--- config.mk ---
export PLATFORM = sky130hd
export DESIGN_NAME = irq_scramble_ctrl
export DESIGN_NICKNAME = d
export VERILOG_FILES = /design/src/rtl/irq_scr_pkg.sv /design/src/rtl/irq_sync.sv /design/src/rtl/irq_src_cell.sv /design/src/rtl/irq_prio_enc.sv /design/src/rtl/irq_scramble_ctrl.sv
export SDC_FILE = /design/constraint.sdc
export NUM_CORES = 1
export LEC_CHECK = 0
export BUFFER_PORTS_ARGS = -buffer_cell sky130_fd_sc_hd__buf_2
export CAP_MARGIN = 20
export CORE_AREA = 2 2 168 293
export CTS_CLUSTER_SIZE = 10
export DETAILED_ROUTE_END_ITERATION = 8
export DIE_AREA = 0 0 170 295
export HOLD_SLACK_MARGIN = 0.05
export PLACE_DENSITY = 0.54
export SLEW_MARGIN = 10
export SYNTH_ARGS = -nofsm -noshare
export SYNTH_HDL_FRONTEND = slang
export SYNTH_HIERARCHICAL = 1
export SYNTH_SLANG_ARGS = --single-unit
--- constraint.sdc ---
create_clock -name clk -period 5 [get_ports clk]
set_clock_uncertainty 0.1 [all_clocks]
set_input_delay 1 -clock clk [delete_from_list [all_inputs] [get_ports clk]]
set_output_delay 1 -clock clk [all_outputs]
set_load 0.005 [all_outputs]
--- src/rtl/irq_scr_pkg.sv ---
// Shared constants, register addresses and the source-to-bit mapping for the
// scrambled-map interrupt controller. Assumes 64 source indices and 32-bit words.
package irq_scr_pkg;

    localparam int SRC_CNT = 64;
    localparam int WORD_W  = 32;
    localparam int BIT_W   = $clog2(WORD_W);

    // Register addresses (word select)
    localparam int ADR_MASK_HI = 0;
    localparam int ADR_MASK_LO = 1;
    localparam int ADR_PEND_HI = 2;
    localparam int ADR_PEND_LO = 3;
    localparam int ADR_SENSE   = 4;
    localparam int ADR_VECTOR  = 5;

    // Sense bits that hold storage: external 8..14, port 16..31
    localparam logic [WORD_W-1:0] SENSE_WMASK = 32'hFFFF_7F00;

    typedef enum logic [1:0] {
        CLS_NONE = 2'd0,
        CLS_INT  = 2'd1,
        CLS_EXT  = 2'd2,
        CLS_PORT = 2'd3
    } src_cls_e;

    // True when source s lives in the high word
    function automatic logic src_in_high(input int s);
        return (s <= 15) || (s >= 32 && s <= 47);
    endfunction

    // Bit position of source s inside its word
    function automatic int src_bit(input int s);
        if (s == 0)       return 0;
        else if (s <= 15) return 16 - s;
        else if (s <= 18) return 18 - s;
        else if (s <= 30) return 33 - s;
        else if (s == 31) return 15;
        else if (s <= 47) return 63 - s;
        else              return s - 32;
    endfunction

    // Sense class of source s
    function automatic src_cls_e src_class(input int s);
        if (s == 0)                return CLS_NONE;
        else if (s >= 19 && s <= 25) return CLS_EXT;
        else if (s >= 48)          return CLS_PORT;
        else                       return CLS_INT;
    endfunction

    // Sense-register bit used by source s (only meaningful for EXT and PORT)
    function automatic int sense_pos(input int s);
        if (s >= 19 && s <= 25) return 33 - s;
        else if (s >= 48)       return s - 32;
        else                    return 0;
    endfunction

endpackage

--- src/rtl/irq_sync.sv ---
// Multi-stage synchronizer for a vector of asynchronous lines.
// Assumes each bit is independent; all stages reset to RST_VAL (idle level).
module irq_sync #(
    parameter int   WIDTH   = 64,
    parameter int   STAGES  = 2,
    parameter logic RST_VAL = 1'b1
)(
    input  logic             clk,
    input  logic             rst_n,
    input  logic [WIDTH-1:0] d_i,
    output logic [WIDTH-1:0] q_o
);

    logic [WIDTH-1:0] stage_q [STAGES];

    // Shift the raw lines through the stage chain
    always_ff @(posedge clk) begin
        if (!rst_n) begin
            for (int i = 0; i < STAGES; i++) stage_q[i] <= {WIDTH{RST_VAL}};
        end else begin
            stage_q[0] <= d_i;
            for (int i = 1; i < STAGES; i++) stage_q[i] <= stage_q[i-1];
        end
    end

    assign q_o = stage_q[STAGES-1];

endmodule

--- src/rtl/irq_src_cell.sv ---
// One interrupt source: edge detector, pending latch and sense selection.
// Assumes lvl_i is already synchronous and active low. In level mode the pending
// output follows the line; in edge mode it shows the latch, which clears on clr_i.
// A detected edge wins over a simultaneous clear.
module irq_src_cell (
    input  logic clk,
    input  logic rst_n,
    input  logic lvl_i,
    input  logic edge_mode_i,
    input  logic both_i,
    input  logic clr_i,
    output logic pend_o
);

    logic prev_q;
    logic latch_q;
    logic fall_hit;
    logic rise_hit;
    logic edge_hit;

    // Remember last cycle's line value for edge detection
    always_ff @(posedge clk) begin
        if (!rst_n) prev_q <= 1'b1;
        else        prev_q <= lvl_i;
    end

    // Decide whether this cycle carries an edge that should latch
    always_comb begin
        fall_hit = prev_q & ~lvl_i;
        rise_hit = ~prev_q & lvl_i;
        edge_hit = edge_mode_i & (fall_hit | (both_i & rise_hit));
    end

    // Pending latch: set on a qualifying edge, cleared by a one written to it
    always_ff @(posedge clk) begin
        if (!rst_n)        latch_q <= 1'b0;
        else if (edge_hit) latch_q <= 1'b1;
        else if (clr_i)    latch_q <= 1'b0;
    end

    // Present latch in edge mode, the live line in level mode
    assign pend_o = edge_mode_i ? latch_q : ~lvl_i;

    AST_FALL_LATCHES: assert property (@(posedge clk) disable iff (!rst_n)
        (edge_mode_i && $fell(lvl_i)) |=> latch_q);
    AST_BOTH_RISE_LATCHES: assert property (@(posedge clk) disable iff (!rst_n)
        (edge_mode_i && both_i && $rose(lvl_i)) |=> latch_q);
    AST_FALL_ONLY_IGNORES_RISE: assert property (@(posedge clk) disable iff (!rst_n)
        (edge_mode_i && !both_i && $rose(lvl_i) && !latch_q) |=> !latch_q);
    AST_LATCH_HOLDS: assert property (@(posedge clk) disable iff (!rst_n)
        (latch_q && !clr_i) |=> latch_q);

endmodule

--- src/rtl/irq_prio_enc.sv ---
// Fixed-priority encoder: returns the index of the lowest set bit, or zero
// when no bit is set. Assumes the caller keeps bit 0 clear so zero means none.
module irq_prio_enc #(
    parameter int N     = 64,
    parameter int IDX_W = $clog2(N)
)(
    input  logic [N-1:0]     elig_i,
    output logic [IDX_W-1:0] idx_o
);

    // Scan from the top so the lowest set index is the final assignment
    always_comb begin
        idx_o = '0;
        for (int i = N - 1; i >= 0; i--) begin
            if (elig_i[i]) idx_o = IDX_W'(i);
        end
    end

endmodule

--- src/rtl/irq_scramble_ctrl.sv ---
// Top of the scrambled-map interrupt controller. Synchronizes the source lines,
// runs one cell per source, folds pending/mask state into two register words
// through the fixed map, encodes the vector and drives the request line.
// Assumes a single-cycle write strobe and combinational read of the selected word.
module irq_scramble_ctrl
    import irq_scr_pkg::*;
#(
    parameter int ADDR_W      = 3,
    parameter int SYNC_STAGES = 2
)(
    input  logic               clk,
    input  logic               rst_n,
    input  logic [SRC_CNT-1:0] src_n_i,
    input  logic               bus_wr_i,
    input  logic [ADDR_W-1:0]  bus_addr_i,
    input  logic [WORD_W-1:0]  bus_wdata_i,
    output logic [WORD_W-1:0]  bus_rdata_o,
    output logic               irq_o
);

    localparam int IDX_W   = $clog2(SRC_CNT);
    localparam int VEC_LSB = WORD_W - IDX_W;

    logic [SRC_CNT-1:0] src_sync;
    logic [WORD_W-1:0]  mask_hi, mask_lo, sense_q;
    logic [WORD_W-1:0]  clr_hi, clr_lo;
    logic [WORD_W-1:0]  pend_hi, pend_lo;
    wire  [SRC_CNT-1:0] src_pend;
    wire  [SRC_CNT-1:0] src_mask;
    logic [SRC_CNT-1:0] elig;
    logic [SRC_CNT-1:0] lower_m;
    logic [IDX_W-1:0]   vec_idx;

    irq_sync #(
        .WIDTH  (SRC_CNT),
        .STAGES (SYNC_STAGES),
        .RST_VAL(1'b1)
    ) u_sync (
        .clk  (clk),
        .rst_n(rst_n),
        .d_i  (src_n_i),
        .q_o  (src_sync)
    );

    // Software-visible mask and sense storage
    always_ff @(posedge clk) begin
        if (!rst_n) begin
            mask_hi <= '0;
            mask_lo <= '0;
            sense_q <= '0;
        end else if (bus_wr_i) begin
            if (bus_addr_i == ADDR_W'(ADR_MASK_HI)) mask_hi <= bus_wdata_i;
            if (bus_addr_i == ADDR_W'(ADR_MASK_LO)) mask_lo <= bus_wdata_i;
            if (bus_addr_i == ADDR_W'(ADR_SENSE))   sense_q <= bus_wdata_i & SENSE_WMASK;
        end
    end

    // Write-one-to-clear strobes for each pending word
    always_comb begin
        clr_hi = (bus_wr_i && bus_addr_i == ADDR_W'(ADR_PEND_HI)) ? bus_wdata_i : '0;
        clr_lo = (bus_wr_i && bus_addr_i == ADDR_W'(ADR_PEND_LO)) ? bus_wdata_i : '0;
    end

    assign src_pend[0] = 1'b0;
    assign src_mask[0] = 1'b0;

    for (genvar s = 1; s < SRC_CNT; s++) begin : g_src
        localparam logic     HI  = src_in_high(s);
        localparam int       BP  = src_bit(s);
        localparam src_cls_e CLS = src_class(s);
        localparam int       SP  = sense_pos(s);
        logic edge_mode;
        logic both;
        logic clr;

        if (CLS == CLS_PORT) begin : g_port
            assign edge_mode = 1'b1;
            assign both      = ~sense_q[SP];
        end else if (CLS == CLS_EXT) begin : g_ext
            assign edge_mode = sense_q[SP];
            assign both      = 1'b0;
        end else begin : g_int
            assign edge_mode = 1'b0;
            assign both      = 1'b0;
        end

        assign clr         = HI ? clr_hi[BP]  : clr_lo[BP];
        assign src_mask[s] = HI ? mask_hi[BP] : mask_lo[BP];

        irq_src_cell u_cell (
            .clk        (clk),
            .rst_n      (rst_n),
            .lvl_i      (src_sync[s]),
            .edge_mode_i(edge_mode),
            .both_i     (both),
            .clr_i      (clr),
            .pend_o     (src_pend[s])
        );
    end

    // Fold per-source pending state into the two scrambled words
    always_comb begin
        pend_hi = '0;
        pend_lo = '0;
        for (int s = 1; s < SRC_CNT; s++) begin
            if (src_in_high(s)) pend_hi[BIT_W'(src_bit(s))] = src_pend[s];
            else                pend_lo[BIT_W'(src_bit(s))] = src_pend[s];
        end
    end

    // Eligible sources feed the fixed-priority encoder
    assign elig = src_pend & src_mask;

    irq_prio_enc #(
        .N    (SRC_CNT),
        .IDX_W(IDX_W)
    ) u_enc (
        .elig_i(elig),
        .idx_o (vec_idx)
    );

    // Request line from the register words
    assign irq_o = (|(pend_hi & mask_hi)) | (|(pend_lo & mask_lo));

    // Read-data select
    always_comb begin
        bus_rdata_o = '0;
        case (bus_addr_i)
            ADDR_W'(ADR_MASK_HI): bus_rdata_o = mask_hi;
            ADDR_W'(ADR_MASK_LO): bus_rdata_o = mask_lo;
            ADDR_W'(ADR_PEND_HI): bus_rdata_o = pend_hi;
            ADDR_W'(ADR_PEND_LO): bus_rdata_o = pend_lo;
            ADDR_W'(ADR_SENSE):   bus_rdata_o = sense_q;
            ADDR_W'(ADR_VECTOR):  bus_rdata_o = {vec_idx, {VEC_LSB{1'b0}}};
            default:              bus_rdata_o = '0;
        endcase
    end

    // Sources below the vector, used by the priority check
    always_comb lower_m = (SRC_CNT'(1) << vec_idx) - SRC_CNT'(1);

    AST_RESET_CLEARS_CFG: assert property (@(posedge clk)
        !rst_n |=> (mask_hi == '0 && mask_lo == '0 && sense_q == '0));
    AST_IRQ_MATCHES_VEC: assert property (@(posedge clk) disable iff (!rst_n)
        irq_o == (vec_idx != '0));
    AST_VEC_IS_ELIGIBLE: assert property (@(posedge clk) disable iff (!rst_n)
        (vec_idx != '0) |-> (src_pend[vec_idx] && src_mask[vec_idx]));
    AST_VEC_IS_LOWEST: assert property (@(posedge clk) disable iff (!rst_n)
        (elig & lower_m) == '0);
    AST_HI_BIT0_ZERO: assert property (@(posedge clk) disable iff (!rst_n)
        pend_hi[0] == 1'b0);

endmodule

==> results_dict.tcl <==
set metrics [dict create \
    slew_headroom 0.385 \
    hold_viol 0 \
    cts_max_path_buffers 3 \
    multi_input_area_sq_um 8740 \
    drive_above_1_share 0.270 \
    hp-class "reg -> reg" \
    grt_start_max_net_pins 119 \
    syn_inst 1770 \
    place_area_sq_um 17500 \
    period_share 0.942 \
    dieHeight_um 295 \
    crit_path_end_kind "output port" \
    fin_total_pwr_mw 5.89 \
    wl_mm 42.4 \
    cts.repair.resized 0 \
    irDropWorstVdd_mv 0.199 \
    clock_sinks 339 \
    coreArea_sq_um 47700 \
    final_cell_count_no_fill 2599 \
    critPathRequiredTime_ps 3900 \
    ctsHoldBuffers 0 \
    crit_top_cell "nor3_1" \
    grt-ovfl-total 0 \
    gp_congestion 0.886 \
    crit_slowest_cell "o311ai_0" \
    max_stage_delay_ps 690 \
    drv_slew 0 \
    grt_antenna_before_repair 3 \
    finalCriticalPeriod_ps 4710 \
    grt_pass1_wl_mm 65.8 \
    n_antenna_cell 0 \
    status "completed" \
    drt-pass1-iter-count 5 \
    cts_setup_buffers 0 \
    met3_usage 0.0254 \
    hpwl_mm 30.0 \
    seqCellArea_sq_um 6790 \
    setup.worst_path.start_class "register" \
    port_buffers 133 \
    grt_use_met1 0.186 \
    grt.total_usage 0.169 \
    path_class "reg -> out" \
    final_cell_mix "339 x dfxtp_1, 254 x nand2_1, 163 x conb_1, 132 x buf_2" \
    fmax_mhz 212 \
    cts_tree "done" \
    die-width_um 170 \
    area_growth_pct 16.2 \
    avgSynthCellArea_sq_um 9.04 \
    final_common_cell "dfxtp_1" \
    rows 106 \
    cts_buffers 40 \
    power.leakage_nw 7.50 \
    wl_per_cell_um 16.3 \
    placed_cells_incl_taps 2550 \
    io_pins 135 \
    htree_levels 2 \
    drc 0 \
    dieArea_sq_um 50200 \
    postLayoutCoreUtil 0.389 \
    worst_slew_pin_slew_ps 923 \
    vias 12100 \
    crit_fanout 3 \
    top_usage_layer "met2" \
    worstPathCellList "inv_2 > mux2_2 > and2_1 > nor3_1 > o21ai_0 > nor3_1 > nand2_1 > o311ai_0 > mux4_2 > nor2b_1 > buf_2" \
    power_density_nw_per_um2 317 \
    critPathArrivalTime_ps 3610 \
    setup_viol 0 \
    final_nets 2100 \
    root_buffer "clkbuf_16" \
    maxCapViolations 0 \
    clkTransAtPathRegs_ps 50 \
    rsz0062_at_grt "no" \
    setup_tns_ps 0 \
    grtUsageMet2 0.322 \
    synth_area_sq_um 16000 \
    grt_pass1_vias 12100 \
    initial_core_util 0.335 \
    postRouteAntennaNets 0 \
    yosys_warnings 6 \
    fill_cells 4887 \
    drt-vias-per-instance 4.67 \
    worstSkewPairLatency_ps 540 \
    finalInstanceArea_sq_um 18600 \
    drt_iter0_markers 565 \
]
-- worst max-delay path: cells and delay by family, from the launching register on --
family	cells	cell delay (ps)
AND/OR/NAND/NOR	5	990
AO/OA/AOI/OAI	2	870
multiplexers	2	660
flip-flops	1	340
buffers and inverters	2	190
-- worst paths after layout --
kind                            start                        to  slack, ps  cells after the start
min reg2reg     u_sync/stage_q[0][17]     u_sync/stage_q[0][81]        300                      1
max             u_sync/stage_q[0][68]           bus_rdata_o[26]        290                     11
max reg2reg  g_src[25].u_cell/latch_q  g_src[25].u_cell/latch_q       4100                      3
min             u_sync/stage_q[0][17]     u_sync/stage_q[0][81]        300                      1
-- sequential cells by signal (all words and copies together), names as in the netlist --
| signal | cells |
|---|---|
| mask_hi | 32 |
| g_src.u_cell/latch_q | 63 |
| u_sync/stage_q | 126 |
| sense_q | 23 |
| g_src.u_cell/prev_q | 63 |
| mask_lo | 32 |
-- layout make-up --
class                      count  share of cell area
clock buffer                  47              0.0581
clock inverter                 2             0.00128
inverter                      98              0.0198
multi-input combinational   1370               0.470
sequential                   339               0.365
tap                          594              0.0400
timing repair buffer         149              0.0455
-- metrics by stage --
stage               hold slack [ps]  setup WS (ps)
floorplan                       285           1540
global placement                290            794
detailed placement              292            831
CTS                             303            262
global route                    312           21.8
finish                          301            291
-- per-layer routing --
metal,vias to the layer above,part of all wire,routed length (um)
li1,6100,-,-
met2,224,0.53,22600
met4,4,0.034,1440
met3,84,0.039,1650
met1,5728,0.39,16700
met5,-,0.00054,23
-- report_power, final --
part	internal [mW]	switching (mW)	total, mW
sequential	2.79	0.0458	2.84
clock	1.50	1.09	2.59
combinational	0.200	0.261	0.461
Note: power is estimated with default switching activity, not from simulation.
